File: config.mk
export PLATFORM = sky130hd
export DESIGN_NAME = trap_seq
export DESIGN_NICKNAME = d
export VERILOG_FILES = /design/src/rtl/trap_pkg.sv /design/src/rtl/trap_arb.sv /design/src/rtl/trap_fsm.sv /design/src/rtl/trap_ctx.sv /design/src/rtl/trap_port.sv /design/src/rtl/trap_seq.sv
export SDC_FILE = /design/constraint.sdc
export NUM_CORES = 1
export LEC_CHECK = 0
export BUFFER_PORTS_ARGS = -buffer_cell sky130_fd_sc_hd__buf_2
export CAP_MARGIN = 20
export CORE_MARGIN = 5
export CORE_UTILIZATION = 48
export DETAILED_ROUTE_END_ITERATION = 7
export HOLD_SLACK_MARGIN = 0.08
export PLACE_DENSITY_LB_ADDON = 0.12
export SLEW_MARGIN = 20
export SYNTH_ARGS = -nofsm -noshare
export SYNTH_HDL_FRONTEND = slang
export SYNTH_SLANG_ARGS = --single-unit
File: constraint.sdc
create_clock -name clk -period 4.8 [get_ports clk]
set_input_delay 0.96 -clock clk [delete_from_list [all_inputs] [get_ports clk]]
set_output_delay 0.96 -clock clk [all_outputs]
set_load 0.01 [all_outputs]
File: src/rtl/trap_pkg.sv
package trap_pkg;

    localparam int BYTE_W  = 8;
    localparam int PC_W    = 2 * BYTE_W;
    // Stack offsets below the entry stack pointer for each pushed byte.
    localparam int PCH_OFS = 2;
    localparam int PCL_OFS = 1;
    localparam int FLG_OFS = 3;
    localparam int FRAME_B = 3;

    typedef logic [BYTE_W-1:0] byte_t;

    typedef enum logic [1:0] {
        OP_NONE,
        OP_TRAP,
        OP_RET
    } op_e;

    typedef enum logic [3:0] {
        ST_IDLE,
        ST_PSH_PCH,
        ST_PSH_PCL,
        ST_PSH_FLG,
        ST_VEC_HI,
        ST_VEC_LO,
        ST_TRAP_DONE,
        ST_POP_FLG,
        ST_POP_PCH,
        ST_POP_PCL,
        ST_RET_DONE
    } seq_state_e;

    // Bytes held for the length of one sequence.
    typedef struct packed {
        byte_t pc_hi;
        byte_t pc_lo;
        byte_t flags;
        byte_t tgt_hi;
        byte_t pop_flags;
        byte_t pop_pch;
    } frame_t;

    // The trap wins when both requests arrive together.
    function automatic op_e pick_op(input logic trap, input logic ret);
        if (trap)
            return OP_TRAP;
        else if (ret)
            return OP_RET;
        else
            return OP_NONE;
    endfunction

    function automatic seq_state_e step(input seq_state_e s, input op_e op);
        case (s)
            ST_IDLE: begin
                case (op)
                    OP_TRAP: return ST_PSH_PCH;
                    OP_RET:  return ST_POP_FLG;
                    default: return ST_IDLE;
                endcase
            end
            ST_PSH_PCH:   return ST_PSH_PCL;
            ST_PSH_PCL:   return ST_PSH_FLG;
            ST_PSH_FLG:   return ST_VEC_HI;
            ST_VEC_HI:    return ST_VEC_LO;
            ST_VEC_LO:    return ST_TRAP_DONE;
            ST_POP_FLG:   return ST_POP_PCH;
            ST_POP_PCH:   return ST_POP_PCL;
            ST_POP_PCL:   return ST_RET_DONE;
            default:      return ST_IDLE;
        endcase
    endfunction

endpackage

File: src/rtl/trap_arb.sv
module trap_arb
    import trap_pkg::*;
(
    input  logic       idle,
    input  logic       trap_req,
    input  logic       ret_req,
    output op_e        start_op
);
    // Requests only count while the sequencer is idle.
    always_comb begin
        start_op = OP_NONE;
        if (idle)
            start_op = pick_op(trap_req, ret_req);
    end
endmodule

File: src/rtl/trap_fsm.sv
module trap_fsm
    import trap_pkg::*;
(
    input  logic       clk,
    input  logic       rst,
    input  op_e        start_op,
    output seq_state_e state,
    output logic       accept,
    output logic       idle
);
    seq_state_e state_q;

    always_ff @(posedge clk) begin
        if (rst)
            state_q <= ST_IDLE;
        else
            state_q <= step(state_q, start_op);
    end

    always_comb begin
        state  = state_q;
        idle   = (state_q == ST_IDLE);
        accept = idle && (start_op != OP_NONE);
    end
endmodule

File: src/rtl/trap_ctx.sv
module trap_ctx
    import trap_pkg::*;
#(
    parameter int AW    = 16,
    parameter int VEC_W = 8
) (
    input  logic             clk,
    input  logic             rst,
    input  logic             accept,
    input  seq_state_e       state,
    input  logic [VEC_W-1:0] trap_vec,
    input  logic [AW-1:0]    sp_cur,
    input  logic [PC_W-1:0]  pc_cur,
    input  byte_t            flags_cur,
    input  byte_t            dm_rdata,
    input  byte_t            pm_rdata,
    output logic [AW-1:0]    sp_q,
    output logic [VEC_W-1:0] vec_q,
    output frame_t           frm_q
);
    always_ff @(posedge clk) begin
        if (rst) begin
            sp_q  <= '0;
            vec_q <= '0;
            frm_q <= '0;
        end else begin
            if (accept) begin
                sp_q        <= sp_cur;
                vec_q       <= trap_vec;
                frm_q.pc_hi <= pc_cur[PC_W-1:BYTE_W];
                frm_q.pc_lo <= pc_cur[BYTE_W-1:0];
                frm_q.flags <= flags_cur;
            end
            // Each read returns data one cycle after it is issued.
            case (state)
                ST_VEC_LO:  frm_q.tgt_hi    <= pm_rdata;
                ST_POP_PCH: frm_q.pop_flags <= dm_rdata;
                ST_POP_PCL: frm_q.pop_pch   <= dm_rdata;
                default: ;
            endcase
        end
    end
endmodule

File: src/rtl/trap_port.sv
module trap_port
    import trap_pkg::*;
#(
    parameter int AW    = 16,
    parameter int VEC_W = 8,
    parameter int PM_AW = 16
) (
    input  seq_state_e       state,
    input  logic [AW-1:0]    sp_q,
    input  logic [VEC_W-1:0] vec_q,
    input  frame_t           frm_q,
    input  byte_t            dm_rdata,
    input  byte_t            pm_rdata,
    output logic             sp_wr,
    output logic [AW-1:0]    sp_nxt,
    output logic             pc_wr,
    output logic [PC_W-1:0]  pc_nxt,
    output logic             flags_wr,
    output byte_t            flags_nxt,
    output logic             ie_set,
    output logic [AW-1:0]    dm_addr,
    output logic             dm_we,
    output logic             dm_re,
    output byte_t            dm_wdata,
    output logic [PM_AW-1:0] pm_addr,
    output logic             pm_re
);
    localparam int TBL_AW = VEC_W + 1;

    function automatic logic [PM_AW-1:0] tbl_addr(input logic [VEC_W-1:0] v,
                                                   input logic lo);
        logic [TBL_AW-1:0] a;
        a = {v, lo};
        return PM_AW'(a);
    endfunction

    always_comb begin
        sp_wr     = 1'b0;
        sp_nxt    = '0;
        pc_wr     = 1'b0;
        pc_nxt    = '0;
        flags_wr  = 1'b0;
        flags_nxt = '0;
        ie_set    = 1'b0;
        dm_addr   = '0;
        dm_we     = 1'b0;
        dm_re     = 1'b0;
        dm_wdata  = '0;
        pm_addr   = '0;
        pm_re     = 1'b0;
        case (state)
            ST_PSH_PCH: begin
                dm_we    = 1'b1;
                dm_addr  = sp_q - AW'(PCH_OFS);
                dm_wdata = frm_q.pc_hi;
            end
            ST_PSH_PCL: begin
                dm_we    = 1'b1;
                dm_addr  = sp_q - AW'(PCL_OFS);
                dm_wdata = frm_q.pc_lo;
            end
            ST_PSH_FLG: begin
                dm_we    = 1'b1;
                dm_addr  = sp_q - AW'(FLG_OFS);
                dm_wdata = frm_q.flags;
            end
            ST_VEC_HI: begin
                pm_re   = 1'b1;
                pm_addr = tbl_addr(vec_q, 1'b0);
            end
            ST_VEC_LO: begin
                pm_re   = 1'b1;
                pm_addr = tbl_addr(vec_q, 1'b1);
            end
            ST_TRAP_DONE: begin
                pc_wr  = 1'b1;
                pc_nxt = {frm_q.tgt_hi, pm_rdata};
                sp_wr  = 1'b1;
                sp_nxt = sp_q - AW'(FRAME_B);
            end
            ST_POP_FLG: begin
                dm_re   = 1'b1;
                dm_addr = sp_q;
            end
            ST_POP_PCH: begin
                dm_re   = 1'b1;
                dm_addr = sp_q + AW'(1);
            end
            ST_POP_PCL: begin
                dm_re   = 1'b1;
                dm_addr = sp_q + AW'(2);
            end
            ST_RET_DONE: begin
                pc_wr     = 1'b1;
                pc_nxt    = {frm_q.pop_pch, dm_rdata};
                flags_wr  = 1'b1;
                flags_nxt = frm_q.pop_flags;
                ie_set    = 1'b1;
                sp_wr     = 1'b1;
                sp_nxt    = sp_q + AW'(FRAME_B);
            end
            default: ;
        endcase
    end
endmodule

File: src/rtl/trap_seq.sv
module trap_seq
    import trap_pkg::*;
#(
    parameter int AW    = 16,
    parameter int VEC_W = 8,
    parameter int PM_AW = 16
) (
    input  logic             clk,
    input  logic             rst,
    input  logic             trap_req,
    input  logic [VEC_W-1:0] trap_vec,
    input  logic             ret_req,
    output logic             busy,
    input  logic [AW-1:0]    sp_cur,
    input  logic [15:0]      pc_cur,
    input  logic [7:0]       flags_cur,
    output logic             sp_wr,
    output logic [AW-1:0]    sp_nxt,
    output logic             pc_wr,
    output logic [15:0]      pc_nxt,
    output logic             flags_wr,
    output logic [7:0]       flags_nxt,
    output logic             ie_set,
    output logic [AW-1:0]    dm_addr,
    output logic             dm_we,
    output logic             dm_re,
    output logic [7:0]       dm_wdata,
    input  logic [7:0]       dm_rdata,
    output logic [PM_AW-1:0] pm_addr,
    output logic             pm_re,
    input  logic [7:0]       pm_rdata
);
    op_e              start_op;
    seq_state_e       state;
    logic             accept;
    logic             idle;
    logic [AW-1:0]    sp_q;
    logic [VEC_W-1:0] vec_q;
    frame_t           frm_q;

    trap_arb u_arb (
        .idle     (idle),
        .trap_req (trap_req),
        .ret_req  (ret_req),
        .start_op (start_op)
    );

    trap_fsm u_fsm (
        .clk      (clk),
        .rst      (rst),
        .start_op (start_op),
        .state    (state),
        .accept   (accept),
        .idle     (idle)
    );

    trap_ctx #(.AW(AW), .VEC_W(VEC_W)) u_ctx (
        .clk       (clk),
        .rst       (rst),
        .accept    (accept),
        .state     (state),
        .trap_vec  (trap_vec),
        .sp_cur    (sp_cur),
        .pc_cur    (pc_cur),
        .flags_cur (flags_cur),
        .dm_rdata  (dm_rdata),
        .pm_rdata  (pm_rdata),
        .sp_q      (sp_q),
        .vec_q     (vec_q),
        .frm_q     (frm_q)
    );

    trap_port #(.AW(AW), .VEC_W(VEC_W), .PM_AW(PM_AW)) u_port (
        .state     (state),
        .sp_q      (sp_q),
        .vec_q     (vec_q),
        .frm_q     (frm_q),
        .dm_rdata  (dm_rdata),
        .pm_rdata  (pm_rdata),
        .sp_wr     (sp_wr),
        .sp_nxt    (sp_nxt),
        .pc_wr     (pc_wr),
        .pc_nxt    (pc_nxt),
        .flags_wr  (flags_wr),
        .flags_nxt (flags_nxt),
        .ie_set    (ie_set),
        .dm_addr   (dm_addr),
        .dm_we     (dm_we),
        .dm_re     (dm_re),
        .dm_wdata  (dm_wdata),
        .pm_addr   (pm_addr),
        .pm_re     (pm_re)
    );

    assign busy = !idle;
endmodule

Word level (Yosys, flattened, before mapping) --
Index checks and enable logic that the tools add are counted.
Word-level totals: RAM bits 0, memory bits (read-only) 0, latch bits 0, bits of input ports 68, memories kept 0, bits in registers 76, word-level logic and storage cells 51, output and inout port bits 88
Operators by class: add/sub/neg operators 6, multiply operators 0, shifts and indexed selects 0, reductions and logical operators 8, bitwise gates (word level) 0, mux-type cells 16, order comparisons 0, div/mod/pow operators 0, eq/ne operators 12
Operators by type and width (number):
- case mux 16 bit (6 select lines) | 1
- case mux 16 bit (2 select lines) | 2
- case mux 4 bit (9 select lines) | 1
- adder 16 x 2 -> 16 bit, second input constant | 2
- subtractor 16 x 2 -> 16 bit, second input constant | 2
- case mux 8 bit (3 select lines) | 1
- case mux 9 bit (2 select lines) | 1
- adder 16 x 1 -> 16 bit, second input constant | 1
- == test 4 x 3 -> 1 bit, second input constant | 4
- subtractor 16 x 1 -> 16 bit, second input constant | 1
- == test 4 bit, second input constant | 3
- == test 4 x 2 -> 1 bit, second input constant | 2
- 2-to-1 mux 8 bit | 1
- 2-to-1 mux 2 bit | 3
- case mux 3 bit (2 select lines) | 1
- OR reduction 3 bit | 2
- 2-to-1 mux 1 bit | 5
- == test 4 x 1 -> 1 bit, second input constant | 1
- zero test 4 bit | 1
- OR reduction 2 bit | 2
- == test 2 x 1 -> 1 bit, second input constant | 1
- == test 2 bit, second input constant | 1
- nonzero test 2 bit | 1
- logical AND 1 bit | 1
- zero test 1 bit | 1

Depth between registers and ports, before layout --
depth after elaboration 6, depth in mapped cells 13

Cells and area by module --
Synthesis repeated with hierarchy kept, for this count alone.
Second synthesis, totals: cell total of the unflattened synthesis 800, area total of the unflattened synthesis 6467.5 um^2
Modules (own cells, without submodules):
- trap_port | sequential area each 0.0 um^2, cells each 512, times used 1, area each 3417.0 um^2
- trap_ctx | sequential area each 1441.4 um^2, cells each 253, times used 1, area each 2782.7 um^2
- trap_fsm | sequential area each 80.1 um^2, cells each 32, times used 1, area each 247.7 um^2
- trap_arb | sequential area each 0.0 um^2, cells each 2, times used 1, area each 16.3 um^2
- trap_seq | sequential area each 0.0 um^2, cells each 1, times used 1, area each 3.8 um^2

Least setup slack after synthesis --
No wires, ideal clock.
path kind register -> output, from register u_fsm.state_q[0] (netlist: u_fsm.state[0]), to output dm_addr[13], setup slack 0.826 ns, stages on the path, launching flop included 12, arrival time 3.014 ns, buffers on the path 1, cells stage by stage dfxtp_1 clkbuf_1 nor3_2 inv_2 ha_1 a211oi_2 o21bai_1 or4_1 a21o_1 a31oi_1 xor2_1 o221ai_1
Between the ends: word-level cells in the longest chain between the ends 2
RTL lines:
- start, declared | line trap_fsm.sv:11 | seq_state_e state_q;
- start signal, assigned | line trap_fsm.sv:17 | state_q <= step(state_q, start_op);
- == test 4 bit (tied with other cells) | line trap_port.sv:51 | case (state)
- case mux 16 bit (6 select lines) * | line trap_port.sv:51
- end, declared | line trap_seq.sv:24 | output logic [AW-1:0] dm_addr,
Mark *: on every way between the ends. The rest lies on a longest branch, timed or not.

Worst setup path after layout --
from register u_fsm.state_q[3] (netlist: u_fsm.state[3]), to output dm_addr[13]
The elaborated chain is that of the path after synthesis.

==> run metrics <==
Syn-to-layout area delta 18.8%; Die Footprint 14400 um^2; Post-Synth Adder-Cell Area under 10%; maximum clock frequency roughly 220 MHz; synthesized-area fraction occupied by and/or/nand/nor cells about a quarter; Req. time, crit path ~3.8 ns; Worst Hold Class reg2reg; worst skew pair latency around 0.34 ns; final worst path period share 94.0%; EDFF count, synth 0; PD cells 691 nW/um^2; VDD IR-drop max 0.321 mV; Final Hold Viols 0; Area contributors post-synth dfxtp_1 26%, nand2_1 12%, a21oi_1 11%, ha_1 7.3%, nor2_1 3.4%; Clock Skews 0.00563 ns; Setup TNS Final 0 ns; initial core utilization around 49%; largest family of logic cells by synthesized area compound AO/OA/AOI/OAI gates; minimum clock period 4.51 ns; Seq/Total Area, Yosys roughly a quarter; Netlist cell types 60; fin. max-slew vios 0; R2R Setup Slk 1.91 ns; max incr delay on CP 0.57 ns; Yosys Warn Count 0; H-tree depth 3; delay-heaviest family, CP compound AO/OA/AOI/OAI gates; Die W approximately 120 um; via count 6251; number of core rows 40; Reg power frac 21.1%; internal power 0.00244 W; TritonCTS Buffers 9; Antenna Cells 0; Crit-path slowest cell dfxtp_1; Slew HR 32.5%; synthesized instance count 814; # port buffers 148; ANT nets after route 0; TritonCTS clock tree yes; Worst-path clk slew 0.07 ns; RSZ-0062 raised after global routing false; Core Region 12000 um^2; area fraction in compound gates after synthesis 26.1%; mux share of post-synthesis cell area 1.55%; share of the synthesized area in the top cell type 26.2%; post-synthesis average cell area approximately 7 um^2; worst-path maximum fanout 26; GPL Wtd Cong about 0.9; asr flop ratio synth 0%; CTS Buffer Depth 2; Tightest Pin Transition 1.01 ns; outcome finished, final reports clean; CP bufs+invs 3; setup bufs post-CTS 0; Total GRT Usage 25.4%; Clk pwr share approximately 15%; switch share about half; Synth Flop Type dfxtp_1; Clk Tree Root Cell clkbuf_16; detailed placement HPWL ~13 mm; sequence of cells on the critical path nand2b_1 -> nor3_2 -> buf_4 -> inv_4 -> ha_1 -> o21ai_0 -> o21bai_1 -> or4_1 -> a21o_1 -> a31oi_1 -> xor2_1 -> o221ai_1 -> buf_2; drt drc 0; vias per cell 5.79; fill cell total of the finished layout 1149; number of synthesized register bits 76; Synth Cell Area 5810 um^2; Arr. time, crit path 3.55 ns; dpl ws between 0.4 and 0.5 ns; type of origin of the critical path flop; largest net degree at the start of global routing 49; nets just over 1000; Synth Area in XOR/XNOR 6.48%; final setup vio count 0; combinational share of power about 64%; die span in y 120 um; global-route wire length before repair 30.0 mm; DRT iter0 DRCs 376; DR WL/cell 17.3 um; gr ovfl total 0; Critical Path End Type output pin; initial antenna violation count 0; clock sink total 76; Sw Pwr 0.00233 W; Initial DRT Pass Iterations 7; top-level I/O count around 160; P_leak 3.08 nW; vias in the first global route 6127; layout cells sized above 1 around a fifth; Final WS setup 0.288 ns; Synth area leader dfxtp_1; max-cap violation count 0; Crit Path Class reg2out; Routed WL 18.6 mm
-- worst paths after layout --
kind | startpoint | endpoint | depth (start not counted)
max | u_fsm.state[3] | dm_addr[13] | 13
min | u_ctx.vec_q[3] | u_ctx.vec_q[3] | 2
max reg2reg | u_fsm.state[2] | u_ctx.frm_q[31] | 8
min reg2reg | u_ctx.vec_q[3] | u_ctx.vec_q[3] | 2
-- flip-flops by register name (all words and copies together) (netlist names) --
name / count
u_ctx.frm_q: 48
u_ctx.sp_q: 16
u_ctx.vec_q: 8
u_fsm.state: 4
-- placed cells by master, fill, tap and decap left out, drive strengths merged, types with 10 or more instances in the layout --
cell	count
a21oi	123
a22o	17
and2	10
and3	14
buf	164
dfxtp	76
ha	34
inv	13
nand2	194
nand3	10
nor2	52
nor3	18
o21ai	25
xnor2	21
xor2	22
-- power groups by stage --
stage	clock network, W	logic, W	registers, W
2_1_floorplan	0	0.00236	0.000869
3_5_place_dp	0	0.00300	0.00101
4_1_cts	0.000723	0.00302	0.000999
3_3_place_gp	0	0.00296	0.00101
5_1_grt	0.000746	0.00339	0.00103
6_report	0.000708	0.00306	0.00101
-- cells in the mapped netlist (4+ instances only) --
master,instances
a211oi_1,6
a21o_1,8
a21oi_1,123
a221oi_1,4
a22o_1,17
a22oi_1,8
a31oi_1,6
and2_1,10
and3_1,14
buf_2,17
buf_4,13
clkbuf_1,33
dfxtp_1,76
ha_1,34
inv_1,7
mux2i_1,9
nand2_1,193
nand2b_1,8
nand3_1,10
nor2_1,52
nor2b_1,9
nor3_1,15
o211ai_1,5
o21ai_0,25
o221ai_1,7
o22a_1,4
o22ai_1,8
xnor2_1,21
xor2_1,22
-- worst register-to-register path, delay by kind of cell (launching register included) --
family	cells	cell delay (ns)
AND/OR/NAND/NOR	5	1.79
buffers and inverters	1	0.21
adder cells (fa/ha/maj)	1	0.25
AO/OA/AOI/OAI	1	0.09
flip-flops	1	0.39
-- logic make-up after synthesis --
| family | after synthesis |
|---|---|
| xor+xnor | 43 |
| flops | 76 |
| compound gates | 241 |
| other cells | 1 |
| buf+inv | 77 |
| simple gates | 331 |
| fa+ha+maj | 36 |
| mux | 9 |
-- per-stage QoR --
step	total power [W]	cells	hold slack (ns)	instance area (um^2)	util (%)
after floorplan	0.00323	820	0.432	5830	-
after global placement	0.00397	1062	0.437	6550	54.7
after detailed placement	0.00401	1062	0.443	6550	54.7
after CTS	0.00474	1078	0.452	6850	57.3
after global routing	0.00517	1080	0.468	6900	57.7
final	0.00477	1080	0.449	6900	57.7
-- layer usage --
| metal | vias to the layer above | GRT usage [%] | wire (um) |
|---|---|---|---|
| met5 | - | 0 | 0 |
| met4 | 0 | 9.09 | 434 |
| met3 | 35 | 4.81 | 1360 |
| met2 | 247 | 43.8 | 9030 |
| met1 | 2892 | 31.5 | 7810 |
| li1 | 3077 | - | - |
-- what timing repair did --
action | in CTS | in global routing
hold buffers | 0 | 0
endpoints found under the setup margin | 0 | 4
resized for setup | 0 | 4
-- cell type report --
cell class              instances  area [um^2]  area share [%]
clock buffers                   9          225            3.26
clock inverters                 7         80.1            1.16
inverters                      10         40.0           0.580
multi-input cells             667         3960            57.3
flip-flops and latches         76         1520            22.1
well taps                     147          184            2.66
repair buffers                164          893            12.9
Note: power is estimated with default switching activity, not from simulation.
